<file path="src/rtl/ring_gate_pkg.sv">
package ring_gate_pkg;

    typedef enum logic [1:0] {
        ST_IDLE = 2'd0,
        ST_QUAL = 2'd1,
        ST_PLAY = 2'd2,
        ST_HOLD = 2'd3
    } ring_state_e;

    typedef struct packed {
        logic good;
        logic bad;
    } ring_evt_t;

    function automatic int cnt_w(input int max_val);
        return (max_val < 2) ? 1 : $clog2(max_val + 1);
    endfunction

    function automatic int max2(input int a, input int b);
        return (a > b) ? a : b;
    endfunction

    function automatic logic melody_on(input ring_state_e s);
        return (s == ST_PLAY) || (s == ST_HOLD);
    endfunction

    function automatic logic signal_ok(input ring_state_e s);
        return (s == ST_QUAL) || (s == ST_PLAY);
    endfunction

endpackage

</file>
<file path="src/rtl/rg_tick_gen.sv">
module rg_tick_gen
    import ring_gate_pkg::*;
#(
    parameter int TICK_DIV = 358
) (
    input  logic clk,
    input  logic rst,
    input  logic run,
    output logic tick
);
    localparam int TW = cnt_w(TICK_DIV - 1);

    logic [TW-1:0] pc;

    assign tick = run && (pc == TW'(TICK_DIV - 1));

    always_ff @(posedge clk) begin
        if (rst || !run) begin
            pc <= '0;
        end else if (tick) begin
            pc <= '0;
        end else begin
            pc <= pc + 1'b1;
        end
    end
endmodule

</file>
<file path="src/rtl/rg_period_meter.sv">
module rg_period_meter
    import ring_gate_pkg::*;
#(
    parameter int PER_MIN = 143,
    parameter int PER_MAX = 769
) (
    input  logic                       clk,
    input  logic                       rst,
    input  logic                       run,
    input  logic                       ring_in,
    input  logic                       tick,
    output ring_evt_t                  evt,
    output logic                       armed,
    output logic [cnt_w(PER_MAX)-1:0]  per
);
    localparam int PW = cnt_w(PER_MAX);

    logic [2:0] sh;
    logic       rise;
    logic       in_band;
    logic       stale;

    assign rise    = sh[1] && !sh[2];
    assign in_band = (per >= PW'(PER_MIN)) && (per <= PW'(PER_MAX));
    assign stale   = !rise && tick && armed && (per == PW'(PER_MAX));

    always_comb begin
        evt.good = rise && armed && in_band;
        evt.bad  = (rise && armed && !in_band) || stale;
    end

    always_ff @(posedge clk) begin
        if (rst || !run) begin
            sh    <= '0;
            armed <= 1'b0;
            per   <= '0;
        end else begin
            sh <= {sh[1:0], ring_in};
            if (rise) begin
                per   <= '0;
                armed <= 1'b1;
            end else if (stale) begin
                per   <= '0;
                armed <= 1'b0;
            end else if (tick && armed) begin
                per <= per + 1'b1;
            end
        end
    end
endmodule

</file>
<file path="src/rtl/rg_tone_gen.sv">
module rg_tone_gen
    import ring_gate_pkg::*;
#(
    parameter int HALF_A     = 1432,
    parameter int HALF_B     = 1119,
    parameter int SWAP_TICKS = 250
) (
    input  logic clk,
    input  logic rst,
    input  logic en,
    input  logic tick,
    output logic wave,
    output logic sel
);
    localparam int HW = cnt_w(max2(HALF_A, HALF_B));
    localparam int SW = cnt_w(SWAP_TICKS);

    logic [HW-1:0] hc;
    logic [SW-1:0] sc;
    logic [HW-1:0] half_last;
    logic          swap;

    assign half_last = sel ? HW'(HALF_B - 1) : HW'(HALF_A - 1);
    assign swap      = tick && (sc == SW'(SWAP_TICKS - 1));

    always_ff @(posedge clk) begin
        if (rst || !en) begin
            hc   <= '0;
            sc   <= '0;
            sel  <= 1'b0;
            wave <= 1'b0;
        end else begin
            if (swap) begin
                sc <= '0;
            end else if (tick) begin
                sc <= sc + 1'b1;
            end
            if (swap) begin
                sel <= !sel;
                hc  <= '0;
            end else if (hc == half_last) begin
                hc   <= '0;
                wave <= !wave;
            end else begin
                hc <= hc + 1'b1;
            end
        end
    end
endmodule

</file>
<file path="src/rtl/ring_gate_top.sv">
module ring_gate_top
    import ring_gate_pkg::*;
#(
    parameter int TICK_DIV   = 358,
    parameter int PER_MIN    = 143,
    parameter int PER_MAX    = 769,
    parameter int QUAL_TICKS = 750,
    parameter int HOLD_TICKS = 1000,
    parameter int SWAP_TICKS = 250,
    parameter int HALF_A     = 1432,
    parameter int HALF_B     = 1119
) (
    input  logic clk,
    input  logic rst,
    input  logic on_hook,
    input  logic ring_in,
    output logic ring_ok,
    output logic mel_pull
);
    localparam int QW = cnt_w(QUAL_TICKS);
    localparam int HW = cnt_w(HOLD_TICKS);
    localparam int PW = cnt_w(PER_MAX);

    logic          tick;
    ring_evt_t     evt;
    logic          armed;
    logic [PW-1:0] per;
    ring_state_e   st;
    logic [QW-1:0] qcnt;
    logic [HW-1:0] hcnt;
    logic          tone_en;
    logic          wave;
    logic          tone_sel;

    rg_tick_gen #(.TICK_DIV(TICK_DIV)) u_tick (
        .clk (clk),
        .rst (rst),
        .run (on_hook),
        .tick(tick)
    );

    rg_period_meter #(.PER_MIN(PER_MIN), .PER_MAX(PER_MAX)) u_meter (
        .clk    (clk),
        .rst    (rst),
        .run    (on_hook),
        .ring_in(ring_in),
        .tick   (tick),
        .evt    (evt),
        .armed  (armed),
        .per    (per)
    );

    assign tone_en = on_hook && melody_on(st);

    rg_tone_gen #(.HALF_A(HALF_A), .HALF_B(HALF_B), .SWAP_TICKS(SWAP_TICKS)) u_tone (
        .clk (clk),
        .rst (rst),
        .en  (tone_en),
        .tick(tick),
        .wave(wave),
        .sel (tone_sel)
    );

    always_ff @(posedge clk) begin
        if (rst || !on_hook) begin
            st   <= ST_IDLE;
            qcnt <= '0;
            hcnt <= '0;
        end else begin
            unique case (st)
                ST_IDLE: begin
                    if (evt.good) begin
                        st   <= ST_QUAL;
                        qcnt <= '0;
                    end
                end
                ST_QUAL: begin
                    if (evt.bad) begin
                        st <= ST_IDLE;
                    end else if (tick) begin
                        if (qcnt == QW'(QUAL_TICKS - 1)) begin
                            st   <= ST_PLAY;
                            qcnt <= '0;
                        end else begin
                            qcnt <= qcnt + 1'b1;
                        end
                    end
                end
                ST_PLAY: begin
                    if (evt.bad) begin
                        st   <= ST_HOLD;
                        hcnt <= '0;
                    end
                end
                ST_HOLD: begin
                    if (evt.good) begin
                        st <= ST_PLAY;
                    end else if (tick) begin
                        if (hcnt == HW'(HOLD_TICKS - 1)) begin
                            st   <= ST_IDLE;
                            hcnt <= '0;
                        end else begin
                            hcnt <= hcnt + 1'b1;
                        end
                    end
                end
                default: st <= ST_IDLE;
            endcase
        end
    end

    assign ring_ok  = on_hook && signal_ok(st);
    assign mel_pull = on_hook && melody_on(st) && wave;

endmodule

</file>
<file path="config.mk">
export PLATFORM = sky130hd
export DESIGN_NAME = ring_gate_top
export DESIGN_NICKNAME = d
export VERILOG_FILES = /design/src/rtl/ring_gate_pkg.sv /design/src/rtl/rg_tick_gen.sv /design/src/rtl/rg_period_meter.sv /design/src/rtl/rg_tone_gen.sv /design/src/rtl/ring_gate_top.sv
export SDC_FILE = /design/constraint.sdc
export NUM_CORES = 1
export LEC_CHECK = 0
export CAP_MARGIN = 20
export CORE_UTILIZATION = 68
export DETAILED_ROUTE_END_ITERATION = 8
export DONT_BUFFER_PORTS = 1
export PLACE_DENSITY = 0.81
export SYNTH_ARGS = -nofsm -noshare
export SYNTH_HDL_FRONTEND = slang
export SYNTH_SLANG_ARGS = --single-unit
</file>
<file path="constraint.sdc">
create_clock -name clk -period 3.9 [get_ports clk]
set_input_delay 0.78 -clock clk [delete_from_list [all_inputs] [get_ports clk]]
set_output_delay 0.78 -clock clk [all_outputs]
set_load 0.01 [all_outputs]
</file>
* After elaboration in Yosys (flattened, before gate mapping)
Index checks and enable logic that the tools add are counted.
Operators by class: $lt $le $gt $ge 2, div/mod/pow operators 0, mux-type cells 22, bitwise logic cells 1, reductions and logical operators 38, $mul 0, shifts and indexed selects 0, eq/ne operators 19, $add $sub $neg 6
Operator list (count):
- $mux W10 | 8
- $pmux W10 S2 | 2
- $add A10 B1 Y10 const B | 3
- $eq A10 B10 Y1 const B | 3
- $mux W2 | 8
- $logic_and A1 B1 Y1 | 14
- $add A11 B1 Y11 const B | 1
- $eq A11 B11 Y1 | 1
- $ge A10 B8 Y1 const B | 1
- $le A10 B10 Y1 const B | 1
- $add A9 B1 Y9 const B | 1
- $eq A9 B9 Y1 const B | 1
- $mux W9 | 1
- $ne A3 B2 Y1 const B | 3
- $add A8 B1 Y8 const B | 1
- $eq A8 B8 Y1 const B | 1
- $ne A2 B2 Y1 const B | 4
- $pmux W2 S4 | 1
- $reduce_and A4 Y1 | 2
- $logic_not A1 Y1 | 7
- $reduce_and A6 Y1 | 1
- $reduce_bool A2 Y1 | 3
- $reduce_or A3 Y1 | 2
- $logic_or A1 B1 Y1 | 5
- other kinds (9) | 13
Word-level totals: flip-flop bits (word level) 66, bits in read-only memories 0, bits in latches 0, RAM bits 0, output and inout port bits 2, memories 0, input bits 4

* Longest topological paths before layout
Gate-level depths: netlist of the first run.
depth after elaboration 9, mapped depth 11, mapped depth without buffers 8

* Modules after synthesis
Synthesis of the first run repeated with hierarchy kept, for this count alone.
Second synthesis, totals: cells, all modules 388, area total of the unflattened synthesis 3408.3 um2
By module, submodules not included:
- ring_gate_top | cells each 160, seq. area each 440.4 um2, instances 1, area each 1345.0 um2
- rg_tone_gen | cells each 103, seq. area each 420.4 um2, instances 1, area each 939.7 um2
- rg_period_meter | cells each 78, seq. area each 280.3 um2, instances 1, area each 678.2 um2
- rg_tick_gen | cells each 47, seq. area each 180.2 um2, instances 1, area each 445.4 um2

* Worst setup path before layout of the first run
No wires, ideal clock.
path type input port to flip-flop, start point in on_hook, end point reg u_tone.hc[2], stages on the path 9, arrival 2474 ps, required time 3785 ps, setup slack 1311 ps, path buffers 3, cells stage by stage nand4_1 -> or4_1 -> buf_2 -> or4_4 -> nand2b_2 -> buf_6 -> or2_2 -> buf_6 -> nor2_1
On the way: cells in the longest elaborated chain, start to end 4, elaborated cells between the ends (all ways) 6, classes of those cells 6 x reduce/logical
Ends and longest elaborated chain:
- from (decl) | line ring_gate_top.sv:15 | input logic on_hook,
- $logic_and A1 B1 Y1 | line ring_gate_top.sv:53 | assign tone_en = on_hook && melody_on(st);
- $logic_not A1 Y1 | line rg_tone_gen.sv:27 | if (rst || !en) begin
- $logic_or A1 B1 Y1 | line rg_tone_gen.sv:27
- $reduce_or A3 Y1 (no line) (*)
- to (signal assigned) | line rg_tone_gen.sv:45 | hc <= hc + 1'b1;
- to (decl) | line rg_tone_gen.sv:18 | logic [HW-1:0] hc;
Every way passes the cells marked *; elsewhere a longest branch is shown, timed or not. A chain may end at the register's enable or synchronous reset.

* Worst setup path in the final report of the first run
start point reg u_tick.pc[0], end point reg hcnt[7]
On the way: cells in the longest elaborated chain, start to end 8, elaborated cells between the ends (all ways) 9, classes of those cells 3 x eq/ne; 6 x reduce/logical
Ends and longest elaborated chain:
- from (decl) | line rg_tick_gen.sv:13 | logic [TW-1:0] pc;
- from (signal assigned) | line rg_tick_gen.sv:23 | pc <= pc + 1'b1;
- $eq A9 B9 Y1 (*) | line rg_tick_gen.sv:15 | assign tick = run && (pc == TW'(TICK_DIV - 1));
- $logic_and A1 B1 Y1 (*) | line rg_tick_gen.sv:15
- $logic_and A1 B1 Y1 (3 in series) | line rg_period_meter.sv:25 | assign stale = !rise && tick && armed && (per == PW'(PER_MAX));
- $logic_or A1 B1 Y1 | line rg_period_meter.sv:29 | evt.bad = (rise && armed && !in_band) || stale;
- $ne A2 B2 Y1 (no line)
- $reduce_and A4 Y1 (no line) (*)
- to (signal assigned) | line ring_gate_top.sv:103 | hcnt <= hcnt + 1'b1;
- to (decl) | line ring_gate_top.sv:30 | logic [HW-1:0] hcnt;
Marks and branches as above.

==> qor.yml, run 1 <==
ys_ff_latch: 66
die_x_um: 73.32
hold_viol: 0
critPathCaptureType: "register"
synth_top_area_share_pct: 38.21
yosysWarnings: 0
dpl.hpwl_um: 4711
path_class: "register to register"
grt_pass1_vias: 2597
crit_arrival_ns: 2.89
avgSynthCellArea_um2: 8.414
async_reset_ff_share_pct: 0
p_per_area_mw_per_mm2: 335.4
vdd_drop_max_mv: 0.2893
critPathMaxFanout: 13
synth_edf_count: 0
viasPerCell: 6.044
fmax_mhz: 383.2
cts_buffers: 9
min_period_ns: 2.610
tns_ns: 0
ys_seq_area_share_pct: 38.21
fin_crit_sh_pct: 66.91
dp_worst_setup_slack_ns: 1.076
status: "complete, no violations"
setup_violations: 0
finClkSkew_ns: 0.006494
htree_num_levels: 3
grt_max_degree: 20
clk_pin_slew_worst_paths_ns: 0.06
hp-class: "register to register"
synth_top_area_cell: "dfxtp_1"
cts_tree: "yes"
cts-root-buf: "clkbuf_8"
die_area_mm2: 0.005375
port_buffers: 0
io-pin-count: 6
drive_gt1_share_pct: 7.506
cts_buffer_depth: 2
cap_violations: 0
ys_top_cells_by_area: "dfxtp_1, ha_1, nor2_1, xor2_1, nand2_1"
grtUsageTotal_pct: 27.44
rows: 25
final_net_count: 428
grt-ovfl-total: 0
antenna_cells: 0
netlist_instances: 411
initial_core_util_pct: 71.79
routed_wl_um: 6689
gp_congestion: 0.8412
synth-main-ff-cell: "dfxtp_1"
setup_slack_ns: 1.290
antenna_found_initial: 0
num_vias: 2901
insertion_delay_ns: 0.34
post_cts_buffers: 0
critPathLaunchType: "register"
fp.dieH_um: 73.32
worstPathRequired_ns: 4.18
yosysUniqueCellTypes: 60
cts.sinks: 66
grt_pass1_wl_um: 11280
drc: 0
final_antenna_net_count: 0
p_leak_nw: 1.184
core-area_mm2: 0.004817
avgRoutedWirePerCell_um: 13.94
drt_first_iter_violations: 212
netlist_area_mm2: 0.003458
areaGrowthSynthToFinish_pct: 6.295
hold_buffers: 0
rsz0062_at_grt: "false"
dr.pass1.iters: 4
drv_slew: 0
worst_slew_pin_slew_ns: 0.6992
fillers: 369
cts_resized: 0
syn-num-nets: 430
maxSlewHeadroom_pct: 53.00
[registers in the layout, summed over array words and instances, names as in the netlist]
register / cells
u_tone.hc: 11
hcnt: 10
qcnt: 10
u_meter.per: 10
u_tick.pc: 9
u_tone.sc: 8
u_meter.sh: 3
st: 2
u_meter.armed: 1
u_tone.sel: 1
u_tone.wave: 1
[layer usage]
metal / track usage [%] / part of all wire (%) / vias to the layer above
met5: 0 / 0 / -
met4: 11.54 / 1.7 / 0
met3: 7.682 / 4.1 / 14
met2: 43.83 / 46 / 43
met1: 34.88 / 48 / 1379
li1: - / - / 1465
[critical path, cell delays in order, from the launching register on]
cell and delay, ns:
dfxtp_1 0.40, ha_1 0.18, nand4_1 0.12, nor4_2 0.62, buf_4 0.32, o211ai_1 0.10, nor3_1 0.40, nor4b_1 0.29
a31o_1 0.13
[logic make-up (layout without fill, tap and decap cells)]
group                    after synthesis  in the layout  synth area share (%)
multiplexers                           2              2                0.5789
buffers and inverters                 27             29                 3.437
XOR/XNOR                              28             28                 7.091
flip-flops                            66             66                 38.21
adder cells (fa/ha/maj)               15             15                 5.427
AO/OA/AOI/OAI                         80             80                 16.06
AND/OR/NAND/NOR                      193            193                 29.20
[synth_stat cells, types with 5 or more instances]
| library cell | count |
|---|---|
| a21oi_1 | 17 |
| and2_1 | 5 |
| and3_1 | 5 |
| clkbuf_1 | 10 |
| dfxtp_1 | 66 |
| ha_1 | 15 |
| inv_1 | 12 |
| nand2_1 | 36 |
| nand2b_1 | 6 |
| nand3_1 | 27 |
| nand3b_1 | 7 |
| nand4_1 | 13 |
| nor2_1 | 48 |
| nor2b_1 | 7 |
| nor3_1 | 5 |
| o21ai_0 | 23 |
| o31ai_1 | 6 |
| or2_2 | 6 |
| or3_1 | 11 |
| xnor2_1 | 8 |
| xor2_1 | 20 |
[cell type report]
cell class	count	area (µm²)	share of cell area [%]
Clock inverter	2	37.54	1.021
Timing Repair Buffer	2	15.01	0.4084
Tap cell	67	83.83	2.280
Sequential cell	66	1321	35.94
Multi-Input combinational cell	318	2024	55.07
Inverter	12	45.04	1.225
Clock buffer	13	148.9	4.050
[final timing paths]
check	start	to	slack [ns]	depth (start not counted)
max	u_tick.pc[0]	hcnt[7]	1.29	8
min	u_meter.sh[0]	u_meter.sh[1]	0.44	1
max reg2reg	u_tick.pc[0]	hcnt[7]	1.29	8
min reg2reg	u_meter.sh[0]	u_meter.sh[1]	0.44	1
[power by group]
group / switching, mW / leakage [nW] / internal [mW]
registers: 0.00161 / 0.532 / 0.676
logic: 0.0102 / 0.562 / 0.00367
clock network: 0.232 / 0.0897 / 0.310
total: 0.244 / 1.18 / 0.989
[stage by stage]
step                      cells  power [mW]  instance area [µm²]  hold WS (ns)  utilization [%]
after global routing        480       1.276                 3676        0.4620            76.31
after detailed placement    465      0.7064                 3490        0.4376            72.44
after floorplan             411      0.7022                 3458        0.4057                -
after global placement      465      0.7059                 3490        0.4107            72.44
final                       480       1.233                 3676        0.4445            76.31
after CTS                   480       1.249                 3676        0.4527            76.31
[placed cells by master (no fill, tap or decap), types with 3 or more instances in the layout]
cell type	Yosys	layout
a21oi_1	17	17
a31oi_1	3	3
and2_1	5	5
and3_1	5	5
clkbuf_1	10	3
clkbuf_8	0	10
dfxtp_1	66	66
ha_1	15	15
inv_1	12	12
nand2_1	36	36
nand2b_1	6	6
nand3_1	27	27
nand3b_1	7	7
nand4_1	13	13
nor2_1	48	48
nor2b_1	7	7
nor3_1	5	5
nor4_1	4	3
o2111ai_1	3	3
o21ai_0	23	23
o31a_1	3	3
o31ai_1	6	6
or2_2	6	6
or3_1	11	11
xnor2_1	8	8
xor2_1	20	20
No activity file was read; power rests on OpenSTA's default activity.
==> run 2: changes to the inputs <==
--- a/config.mk
+++ b/config.mk
@@ -5,11 +5,12 @@
 export SDC_FILE = /design/constraint.sdc
 export NUM_CORES = 1
 export LEC_CHECK = 0
+export ABC_AREA = 1
 export CAP_MARGIN = 20
-export CORE_UTILIZATION = 68
+export CORE_UTILIZATION = 64
 export DETAILED_ROUTE_END_ITERATION = 8
 export DONT_BUFFER_PORTS = 1
-export PLACE_DENSITY = 0.81
+export PLACE_DENSITY = 0.77
 export SYNTH_ARGS = -nofsm -noshare
 export SYNTH_HDL_FRONTEND = slang
 export SYNTH_SLANG_ARGS = --single-unit
==> constraint.sdc (replaced) <==
create_clock -name clk -period 2.7 [get_ports clk]
set_input_delay 0.54 -clock clk [delete_from_list [all_inputs] [get_ports clk]]
set_output_delay 0.54 -clock clk [all_outputs]
set_load 0.01 [all_outputs]
==> run 2 against run 1 <==
Against the previous run: wire length increased by 14%; clock skew increased by 0.0028 ns; register-to-register slack got worse by 0.87 ns; via count increased by 21%; clock-buffer cell count unchanged; total power increased by 51%; clock power increased by 59%; worst setup slack got worse by 0.87 ns; synthesized area increased by 10%; largest cell class unchanged.
==> qor.yml, run 2 <==
status: "complete, no violations"
ys_ff_latch: 66  # unchanged
worst_slew_pin_slew_ns: 0.7204  # +0.02130 ns
setup_violations: 0  # unchanged
worstPathRequired_ns: 2.93  # -1.25 ns
final_antenna_net_count: 0  # unchanged
critPathCaptureType: "register"
p_total_mw: 1.867  # +51%
dp_worst_setup_slack_ns: 0.4123  # -0.6636 ns
drive_gt1_share_pct: 9.739  # +2.2 points
critPathMaxFanout: 11  # -2
cts-root-buf: "clkbuf_8"
clk_pin_slew_worst_paths_ns: 0.07  # about the same
synth_top_area_share_pct: 34.61  # -3.6 points
grt_pass1_wl_um: 13170  # +17%
setup_slack_ns: 0.4163  # -0.8740 ns
grt-ovfl-total: 0  # unchanged
grt_max_degree: 17  # -15%
synth.most_common_cell: "nand2_1"
fin_util_pct: 72.10  # -4.2 points
timing.critical_path.mode_cell: "nand2_1"
drc: 0  # unchanged
async_reset_ff_share_pct: 0  # unchanged
core-area_mm2: 0.005642  # +17%
maxSlewHeadroom_pct: 51.65  # -1.4 points
netlist_instances: 565  # +37%
worstHoldPathCells: 2  # +1
min_period_ns: 2.284  # -0.3260 ns
synth_edf_count: 0  # unchanged
ys_seq_area_share_pct: 34.61  # -3.6 points
vdd_drop_max_mv: 0.2693  # -6.9%
cts_buffer_depth: 2  # unchanged
yosysUniqueCellTypes: 35  # -42%
htree_num_levels: 3  # unchanged
num_vias: 3508  # +21%
drv_slew: 0  # unchanged
hold_buffers: 0  # unchanged
viasPerCell: 5.422  # -10%
drt_first_iter_violations: 170  # -20%
cts_buffers: 9  # unchanged
max_stage_delay_ns: 0.40  # -0.22 ns
post_cts_buffers: 0  # unchanged
dpl.hpwl_um: 5475  # +16%
grt_pass1_vias: 3171  # +22%
initial_core_util_pct: 67.66  # -4.1 points
fp.dieH_um: 79.23  # +8.1%
crit_arrival_ns: 2.51  # -0.38 ns
ff2ff_setup_slack_ns: 0.42  # -0.87 ns
syn-num-nets: 584  # +36%
gp_congestion: 0.9173  # +9.0%
netlist_area_mm2: 0.003817  # +10%
cts_resized: 0  # unchanged
synth.cells.most_frequent: "nand2_1, nor2_1, inv_1"
areaGrowthSynthToFinish_pct: 6.555
final_common_cell: "nand2_1"
port_buffers: 0  # unchanged
fmax_mhz: 437.9  # +14%
avgRoutedWirePerCell_um: 11.75  # -16%
finClkSkew_ns: 0.009253  # +0.002758 ns
largest-register: "u_tone.hc"
yosysWarnings: 0  # unchanged
path_class: "register to register"
tns_ns: 0  # unchanged
grtUsageTotal_pct: 26.43  # -1.0 points
rows: 27  # +8.0%
rsz0062_at_grt: "false"
cpMaxStageDelayCell: "o21ai_1"
routed_wl_um: 7604  # +14%
insertion_delay_ns: 0.34  # about the same
fillers: 424  # +15%
final_net_count: 590  # +38%
cts.sinks: 66  # unchanged
antenna_found_initial: 0  # unchanged
cap_violations: 0  # unchanged
synth_top_area_cell: "dfxtp_1"
hp-class: "input port to register"
p_leak_nw: 1.419  # +20%
layout_common_cells: "nand2_1, nor2_1, inv_1"
synth-main-ff-cell: "dfxtp_1"
reg2reg_depth: 9  # +1
p_per_area_mw_per_mm2: 458.9  # +37%
hold_viol: 0  # unchanged
ys_top_cells_by_area: "dfxtp_1, nand2_1, nor2_1, inv_1, ha_1"
antenna_cells: 0  # unchanged
avgSynthCellArea_um2: 6.756  # -20%
io-pin-count: 6  # unchanged
dr.pass1.iters: 4  # unchanged
largest_reg_flops: 11  # unchanged
cts_tree: "yes"
die_x_um: 79.23  # +8.1%
die_area_mm2: 0.006277  # +17%
fin_crit_sh_pct: 84.58  # +18 points
path_cells: "ha_1, nand3_1, nor3_1, nand2_1, nand2_1, inv_2, o21ai_1, o21bai_1, a21oi_1"
critPathLaunchType: "register"
run 2: changes by cell type after synthesis, sizes merged, moves of 17 or more:
cell   change
a21oi     +21
inv       +77
nand2     +84
nand3     +18
nor2      +42
nor3      +17
run 2: report_power, final:
| part | leakage (nW) | switching, mW | internal, mW | total [mW] |
|---|---|---|---|---|
| Clock | 0.106 | 0.366 | 0.497 | 0.863 |
| Combinational | 0.781 | 0.0194 | 0.00723 | 0.0267 |
| Sequential | 0.532 | 0.00161 | 0.975 | 0.977 |
run 2: path summary, 6_finish.rpt:
path / endpoint / startpoint
min: u_meter.sh[0] / ring_in
max: u_tone.hc[7] / u_tick.pc[0]
min reg2reg: u_meter.sh[1] / u_meter.sh[0]
max reg2reg: u_tone.hc[7] / u_tick.pc[0]
run 2: area by class of cell:
| type | instances | area [µm²] | share of cell area, % |
|---|---|---|---|
| Multi-Input combinational cell | 403 | 2103 | 51.71 |
| Clock buffer | 13 | 168.9 | 4.153 |
| Clock inverter | 2 | 35.03 | 0.8613 |
| Inverter | 89 | 334.1 | 8.213 |
| Tap cell | 72 | 90.09 | 2.215 |
| Timing Repair Buffer | 2 | 15.01 | 0.3691 |
| Sequential cell | 66 | 1321 | 32.48 |
run 2: cell families (layout without fill, tap and decap cells):
group | after synthesis | count (layout) | share of synthesized area, %
fa+ha+maj | 15 | 15 | 4.916
buf+inv | 96 | 106 | 10.29
compound gates | 65 | 65 | 9.931
flops | 66 | 66 | 34.61
xor+xnor | 11 | 11 | 2.524
simple gates | 312 | 312 | 37.73
run 2: stage by stage:
step	instance area (µm²)	hold WS, ns	std cells
5_1_grt	4068	0.3043	647
3_5_place_dp	3864	0.4055	632
3_3_place_gp	3864	0.3941	632
2_1_floorplan	3817	0.3936	565
6_report	4068	0.3112	647
4_1_cts	4068	0.3012	647
run 2: critical path, delay by kind of cell (launching register included):
family	cells	cell delay [ns]
compound gates	3	0.65
flops	1	0.38
simple gates	4	0.87
buf+inv	1	0.08
fa+ha+maj	1	0.19
run 2: metal layers:
metal	part of all wire [%]	GRT usage, %
met4	2.3	12.73
met1	47	32.34
met2	46	43.88
met5	0	0
met3	4.3	5.632
